$ cat config.mk
export PLATFORM = sky130hd
export DESIGN_NAME = va_walk_engine
export DESIGN_NICKNAME = d
export VERILOG_FILES = /design/src/rtl/walk_pkg.sv /design/src/rtl/walk_root_reg.sv /design/src/rtl/walk_addr_gen.sv /design/src/rtl/walk_entry_decode.sv /design/src/rtl/va_walk_engine.sv
export SDC_FILE = /design/constraint.sdc
export NUM_CORES = 1
export LEC_CHECK = 0
export BUFFER_PORTS_ARGS = -buffer_cell sky130_fd_sc_hd__buf_2
export CAP_MARGIN = 40
export CORE_ASPECT_RATIO = 1.25
export CORE_MARGIN = 2
export CORE_UTILIZATION = 41
export CTS_CLUSTER_DIAMETER = 30
export DETAILED_ROUTE_END_ITERATION = 12
export GPL_ROUTABILITY_DRIVEN = 1
export PLACE_DENSITY = 0.72
export SLEW_MARGIN = 15
export SYNTH_ARGS = -nofsm -noshare
export SYNTH_HDL_FRONTEND = slang
export SYNTH_SLANG_ARGS = --single-unit
$ cat constraint.sdc
create_clock -name clk -period 1.9 [get_ports clk]
set_input_delay 0.475 -clock clk [delete_from_list [all_inputs] [get_ports clk]]
set_output_delay 0.475 -clock clk [all_outputs]
set_load 0.01 [all_outputs]
$ cat src/rtl/walk_pkg.sv
package walk_pkg;
    localparam int VA_W        = 57;
    localparam int OFF_W       = 12;
    localparam int IDX_W       = 9;
    localparam int LEVELS      = 5;
    localparam int BASE_W      = 40;
    localparam int ENTRY_W     = 64;
    localparam int PA_W        = BASE_W + OFF_W;
    localparam int LVL_W       = $clog2(LEVELS);
    localparam int ENTRY_SHIFT = $clog2(ENTRY_W / 8);
    localparam int VPN_W       = VA_W - OFF_W;

    localparam int BIT_PRESENT = 0;
    localparam int BIT_WRITE   = 1;
    localparam int BIT_USER    = 2;
    localparam int BIT_DIRTY   = 6;
    localparam int BASE_LSB    = 12;

    typedef enum logic [2:0] {
        ST_IDLE,
        ST_READ,
        ST_WAIT,
        ST_NEXT,
        ST_DONE,
        ST_FAULT
    } walk_state_e;

    typedef struct packed {
        logic [BASE_W-1:0] base;
        logic              present;
        logic              writable;
        logic              user_ok;
        logic              dirty;
    } entry_view_t;

    typedef struct packed {
        walk_state_e        state;
        logic [VA_W-1:0]    va;
        logic               want_w;
        logic               want_u;
        logic [BASE_W-1:0]  base;
        logic [LVL_W-1:0]   level;
        logic               acc_w;
        logic               acc_u;
        logic [ENTRY_W-1:0] entry;
        logic [PA_W-1:0]    pa;
        logic               dirty;
        logic [LVL_W-1:0]   flevel;
    } walk_regs_t;
endpackage

$ cat src/rtl/walk_root_reg.sv
module walk_root_reg
    import walk_pkg::*;
#(
    parameter logic [BASE_W-1:0] RESET_BASE = '0
) (
    input  logic              clk,
    input  logic              rst_n,
    input  logic              wr_en,
    input  logic              wr_priv,
    input  logic [BASE_W-1:0] wr_base,
    output logic [BASE_W-1:0] root_base
);
    logic [BASE_W-1:0] root_d, root_q;

    always_comb begin
        root_d = root_q;
        if (wr_en && wr_priv) begin
            root_d = wr_base;
        end
    end

    always_ff @(posedge clk) begin
        if (!rst_n) root_q <= RESET_BASE;
        else        root_q <= root_d;
    end

    assign root_base = root_q;

    AST_ROOT_GUARDED: assert property (@(posedge clk) disable iff (!rst_n)
        (wr_en && !wr_priv) |=> $stable(root_base)) else $error("root changed by unprivileged write");
endmodule

$ cat src/rtl/walk_addr_gen.sv
module walk_addr_gen
    import walk_pkg::*;
(
    input  logic [VPN_W-1:0]  vpn,
    input  logic [LVL_W-1:0]  level,
    input  logic [BASE_W-1:0] base,
    output logic [PA_W-1:0]   addr
);
    logic [IDX_W-1:0] slice [LEVELS];
    logic [IDX_W-1:0] idx;

    for (genvar g = 0; g < LEVELS; g++) begin : g_slice
        assign slice[g] = vpn[g*IDX_W +: IDX_W];
    end

    always_comb begin
        idx = '0;
        for (int i = 0; i < LEVELS; i++) begin
            if (level == LVL_W'(i)) idx = slice[i];
        end
        addr = {base, idx, {ENTRY_SHIFT{1'b0}}};
    end
endmodule

$ cat src/rtl/walk_entry_decode.sv
module walk_entry_decode
    import walk_pkg::*;
(
    input  logic [ENTRY_W-1:0] entry,
    input  logic               acc_w_in,
    input  logic               acc_u_in,
    input  logic               want_write,
    input  logic               want_user,
    output entry_view_t        view,
    output logic               acc_w_out,
    output logic               acc_u_out,
    output logic               rights_ok
);
    logic unused_bits;
    assign unused_bits = ^{entry[ENTRY_W-1:BASE_LSB+BASE_W], entry[BASE_LSB-1:BIT_DIRTY+1],
                           entry[BIT_DIRTY-1:BIT_USER+1]};

    always_comb begin
        view.base     = entry[BASE_LSB +: BASE_W];
        view.present  = entry[BIT_PRESENT];
        view.writable = entry[BIT_WRITE];
        view.user_ok  = entry[BIT_USER];
        view.dirty    = entry[BIT_DIRTY];
        acc_w_out     = acc_w_in & view.writable;
        acc_u_out     = acc_u_in & view.user_ok;
        rights_ok     = !(want_write && !acc_w_out) && !(want_user && !acc_u_out);
    end
endmodule

$ cat src/rtl/va_walk_engine.sv
module va_walk_engine
    import walk_pkg::*;
#(
    parameter logic [BASE_W-1:0] ROOT_RESET = '0
) (
    input  logic               clk,
    input  logic               rst_n,
    input  logic               root_wr_en,
    input  logic               root_wr_priv,
    input  logic [BASE_W-1:0]  root_wr_base,
    input  logic               req_valid,
    output logic               req_ready,
    input  logic [VA_W-1:0]    req_va,
    input  logic               req_write,
    input  logic               req_user,
    output logic               mem_req_valid,
    input  logic               mem_req_ready,
    output logic [PA_W-1:0]    mem_req_addr,
    input  logic               mem_rsp_valid,
    output logic               mem_rsp_ready,
    input  logic [ENTRY_W-1:0] mem_rsp_data,
    output logic               res_valid,
    input  logic               res_ready,
    output logic [PA_W-1:0]    res_pa,
    output logic               res_writable,
    output logic               res_user,
    output logic               res_dirty,
    output logic               res_fault,
    output logic [LVL_W-1:0]   res_fault_level
);
    localparam logic [LVL_W-1:0] TOP_LEVEL = LVL_W'(LEVELS - 1);

    walk_regs_t  r_d, r_q;
    logic [BASE_W-1:0] root_base;
    entry_view_t view;
    logic acc_w_new, acc_u_new, rights_ok;

    walk_root_reg #(.RESET_BASE(ROOT_RESET)) u_root (
        .clk       (clk),
        .rst_n     (rst_n),
        .wr_en     (root_wr_en),
        .wr_priv   (root_wr_priv),
        .wr_base   (root_wr_base),
        .root_base (root_base)
    );

    walk_addr_gen u_addr (
        .vpn   (r_q.va[VA_W-1:OFF_W]),
        .level (r_q.level),
        .base  (r_q.base),
        .addr  (mem_req_addr)
    );

    walk_entry_decode u_dec (
        .entry      (r_q.entry),
        .acc_w_in   (r_q.acc_w),
        .acc_u_in   (r_q.acc_u),
        .want_write (r_q.want_w),
        .want_user  (r_q.want_u),
        .view       (view),
        .acc_w_out  (acc_w_new),
        .acc_u_out  (acc_u_new),
        .rights_ok  (rights_ok)
    );

    always_comb begin
        r_d = r_q;
        unique case (r_q.state)
            ST_IDLE: begin
                if (req_valid) begin
                    r_d.va     = req_va;
                    r_d.want_w = req_write;
                    r_d.want_u = req_user;
                    r_d.base   = root_base;
                    r_d.level  = TOP_LEVEL;
                    r_d.acc_w  = 1'b1;
                    r_d.acc_u  = 1'b1;
                    r_d.pa     = '0;
                    r_d.dirty  = 1'b0;
                    r_d.flevel = '0;
                    r_d.state  = ST_READ;
                end
            end
            ST_READ: begin
                if (mem_req_ready) r_d.state = ST_WAIT;
            end
            ST_WAIT: begin
                if (mem_rsp_valid) begin
                    r_d.entry = mem_rsp_data;
                    r_d.state = ST_NEXT;
                end
            end
            ST_NEXT: begin
                if (!view.present) begin
                    r_d.flevel = r_q.level;
                    r_d.state  = ST_FAULT;
                end else begin
                    r_d.acc_w = acc_w_new;
                    r_d.acc_u = acc_u_new;
                    if (r_q.level == '0) begin
                        if (rights_ok) begin
                            r_d.pa    = {view.base, r_q.va[OFF_W-1:0]};
                            r_d.dirty = view.dirty;
                            r_d.state = ST_DONE;
                        end else begin
                            r_d.flevel = '0;
                            r_d.state  = ST_FAULT;
                        end
                    end else begin
                        r_d.base  = view.base;
                        r_d.level = r_q.level - 1'b1;
                        r_d.state = ST_READ;
                    end
                end
            end
            ST_DONE, ST_FAULT: begin
                if (res_ready) r_d.state = ST_IDLE;
            end
            default: r_d.state = ST_IDLE;
        endcase
    end

    always_ff @(posedge clk) begin
        if (!rst_n) begin
            r_q        <= '0;
            r_q.state  <= ST_IDLE;
            r_q.acc_w  <= 1'b1;
            r_q.acc_u  <= 1'b1;
        end else begin
            r_q <= r_d;
        end
    end

    assign req_ready       = (r_q.state == ST_IDLE);
    assign mem_req_valid   = (r_q.state == ST_READ);
    assign mem_rsp_ready   = (r_q.state == ST_WAIT);
    assign res_valid       = (r_q.state == ST_DONE) || (r_q.state == ST_FAULT);
    assign res_fault       = (r_q.state == ST_FAULT);
    assign res_pa          = r_q.pa;
    assign res_writable    = r_q.acc_w;
    assign res_user        = r_q.acc_u;
    assign res_dirty       = r_q.dirty;
    assign res_fault_level = r_q.flevel;

    AST_ACCEPT_STARTS_READ: assert property (@(posedge clk) disable iff (!rst_n)
        (req_valid && req_ready) |=> mem_req_valid) else $error("walk did not start");
    AST_SINGLE_OUTSTANDING: assert property (@(posedge clk) disable iff (!rst_n)
        (mem_req_valid && mem_req_ready) |=> !mem_req_valid) else $error("second read in flight");
    AST_READ_HELD: assert property (@(posedge clk) disable iff (!rst_n)
        (mem_req_valid && !mem_req_ready) |=> (mem_req_valid && $stable(mem_req_addr))) else $error("read dropped");
    AST_FAULT_LEVEL_RANGE: assert property (@(posedge clk) disable iff (!rst_n)
        (res_valid && res_fault) |-> (res_fault_level <= TOP_LEVEL)) else $error("bad fault level");
    AST_RESULT_HELD: assert property (@(posedge clk) disable iff (!rst_n)
        (res_valid && !res_ready) |=> (res_valid && $stable(res_pa) && $stable(res_fault)
                                       && $stable(res_fault_level))) else $error("result dropped");
    AST_BUSY_REFUSES: assert property (@(posedge clk) disable iff (!rst_n)
        (mem_req_valid || mem_rsp_ready || res_valid) |-> !req_ready) else $error("accepting while busy");
endmodule

==> run_results.csv <==
group,metric,value,unit
setup_path,critical_path.most_common_cell,"o21ai_2",
yosys,yosysSeqAreaShare,45.0,%
sta,setup_viol,9,
drt,dr.pass1.iters,5,
cells_and_area,instances_no_fill,1946,
setup_path,cp_data_arrival_time,1.94,ns
sta,tightest_slew,0.569,ns
sta,layout_min_cycle_time,2.42,ns
drt,routed_wl,32100,um
yosys,yosysTopAreaCellShare,45.0,%
drt,antenna_left,0,
grt,grt_max_degree,47,
setup_path,crit_end,"mem_req_addr[4]",
clock_network,cts.htree.levels,2,
run_status,violations,"negative setup slack",
floorplanning,initial_utilization,41.4,%
cells_and_area,nets,1733,
placed_design,gp_congestion,0.857,
yosys,avgSynthCellArea,8.03,um^2
setup_path,rrSetupSlack,0.05,ns
drt,drt-initial-drc-count,582,
grt,grt_usage,21.2,%
power_and_ir_drop,peakVddDrop,0.000812,V
clock_network,cts_made_buffers,48,
placed_design,dpl.hpwl,20900,um
setup_path,slowest_delay,0.37,ns
clock_network,cts_tree,"yes",
cells_and_area,multi_input_area,0.00495,mm^2
setup_path,crit_chain,"inv_6 > ha_4 > buf_12 > nand2_1 > o21ai_2 > o21ai_2 > a22oi_2 > buf_2",
yosys,synth_edf_count,0,
run,max_cap_violations,0,
sta,slew_headroom,61.7,%
clock_network,cts_root_buffer,"clkbuf_16",
sta,whs,0.177,ns
setup_path,cp_max_fo,5,
placed_design,portBuffers,262,
run_status,outcome,"complete, but fails checks",
cells_and_area,fillers,2393,
sta,finClkSkew,0.0196,ns
sta,rsz0062_at_grt,"true",
drt,avgRoutedWirePerCell,16.5,um
setup_path,cp-end-kind,"output port",
yosys,synth.most_common_cell,"nand2_1",
setup_path,regToRegEndpoint,"res_pa[22]",
floorplanning,core_area,0.0266,mm^2
yosys,synth_area,0.0110,mm^2
floorplanning,die_area,0.0282,mm^2
floorplanning,rows,67,
setup_path,crit_type,"reg2out",
power_and_ir_drop,p_per_area,1100,mW/mm^2
setup_path,slowest_stage,"dfxtp_4",
yosys,ys_ff_latch,247,
sta,final.period_utilization,127,%
placed_design,place_inst,1831,
setup_path,worst-r2r-cell-count,10,
floorplanning,dieWidth,150,um
sta,hold_viol,0,
cells_and_area,final_cell_area,0.0145,mm^2
setup_path,timing.rr.start,"r_q[122]",
drt,vias_per_cell,5.16,
setup_path,crit_required,1.42,ns
clock_network,hold_buffers,0,
drt,drc,0,
grt,antenna_found_initial,7,
sta,setup_slack,-0.515,ns
yosys,synthTopCellsByArea,"dfxtp_1 (45%), nand2_1 (14%), a21boi_0 (9.2%)",
clock_network,clock-sinks,247,
power_and_ir_drop,p_leak,6.29,nW
sta,drv_slew,0,
drt,vias,10000,
yosys,yosys_most_used_dff,"dfxtp_1",
yosys,synth_async_sr_flop_share,0,%
clock_network,clk_path_buf_depth,3,
yosys,syn_inst,1369,
yosys,netlist-cell-type-count,38,
setup_path,startpoint,"r_q[122]",
yosys,ys.warnings.count,0,
yosys,synth_top_area_cell,"dfxtp_1",
placed_design,placement.cell_area,0.0122,mm^2
sta,setup_tns,-4.34,ns
min_path,min_path_type,"in2reg",
clock_network,insertion_delay,0.55,ns
yosys,synthTopCellsByCount,"nand2_1 (400), dfxtp_1 (247), nand3_1 (152), a21boi_0 (135), buf_4 (103)",
cells_and_area,seqCellArea,0.00495,mm^2
floorplanning,ios,286,
grt,grt_pass1_wl,47900,um
cells_and_area,drive_above_1_share,30.8,%
setup_path,startpoint_type,"flop",
cells_and_area,area_delta_synth_final,31.8,%
floorplanning,die_y,187,um
clock_network,clk_pin_slew,0.05,ns
sta,fmax,0.414,GHz
grt,grt_pass1_vias,9375,
grt,grt-ovfl-total,0,
critical path, delay by kind of cell (launching register included):
family | cells | cell delay [ns]
AOI/OAI and AO/OA | 3 | 0.42
DFF | 1 | 0.37
adders and majority gates | 1 | 0.19
and+or+nand+nor | 1 | 0.07
buffers and inverters | 3 | 0.35
kinds of logic after synthesis:
family                     Yosys count  share of synthesized area [%]
and+or+nand+nor                    584                           22.7
AOI/OAI and AO/OA                  305                           19.6
DFF                                247                           45.0
buffers and inverters              227                           12.2
adders and majority gates            5                          0.569
other                                1                         0.0341
cell type report:
cell class / instances / area share, %
tap: 345 / 2.98
sequential: 247 / 34.2
inverter: 13 / 0.388
antenna: 4 / 0.0691
multi-input combinational: 897 / 34.2
clock inverter: 36 / 2.81
timing repair buffer: 350 / 16.7
clock buffer: 54 / 8.73
stage by stage:
step                setup WS, ns  power (mW)  utilization [%]
CTS                       -0.507        16.0             52.9
global route              -0.585        16.5             54.5
global placement          -0.152        7.27             45.9
detailed placement        -0.163        7.31             45.9
finish                    -0.515        16.0             54.5
floorplan               -0.00621        6.75                -
worst min path at each step:
stage,startpoint,to,slack (ns),cells after the start
2_1_floorplan,res_pa[12],res_pa[12],0.43,2
3_3_place_gp,res_pa[49],res_pa[49],0.44,2
3_5_place_dp,res_pa[49],res_pa[49],0.44,2
4_1_cts,req_va[25],r_q[192],0.16,3
5_1_grt,root_wr_base[15],u_root.root_base[15],0.17,3
6_report,req_va[25],r_q[192],0.18,3
power breakdown:
part	internal, mW	switching (mW)
sequential	5.47	0.164
clock	5.67	2.98
combinational	0.725	0.938
total	11.9	4.08
cell usage in the layout (no fill, tap or decap), types with 16 or more instances in the layout:
master	instances
o21ai_0	40
o211a_1	40
buf_4	48
buf_2	260
dfxtp_1	243
buf_12	19
clkbuf_16	56
o21ai_1	23
a21boi_0	135
a21boi_1	16
nand3_1	151
nand2_1	397
sequential cells by signal, summed over array words and instances, names as in the netlist:
name,count
res_fault_level,3
res_writable,1
res_pa,52
res_user,1
r_q,149
res_dirty,1
u_root.root_base,40
repair_timing:
| item | CTS | global route |
|---|---|---|
| setup endpoints to repair | 45 | 82 |
| resized for setup | 53 | 49 |
| pin swaps | 14 | 15 |
| gates cloned | 1 | 11 |
| setup buffers | 7 | 5 |
layer usage:
layer	GRT usage, %	wire length (um)	vias up
met5	0	34	-
met4	9.47	1220	6
met3	5.78	2410	92
met2	36.2	16000	359
met1	24.6	12500	4703
li1	-	-	4887
Power figures use the tool's default switching activity.
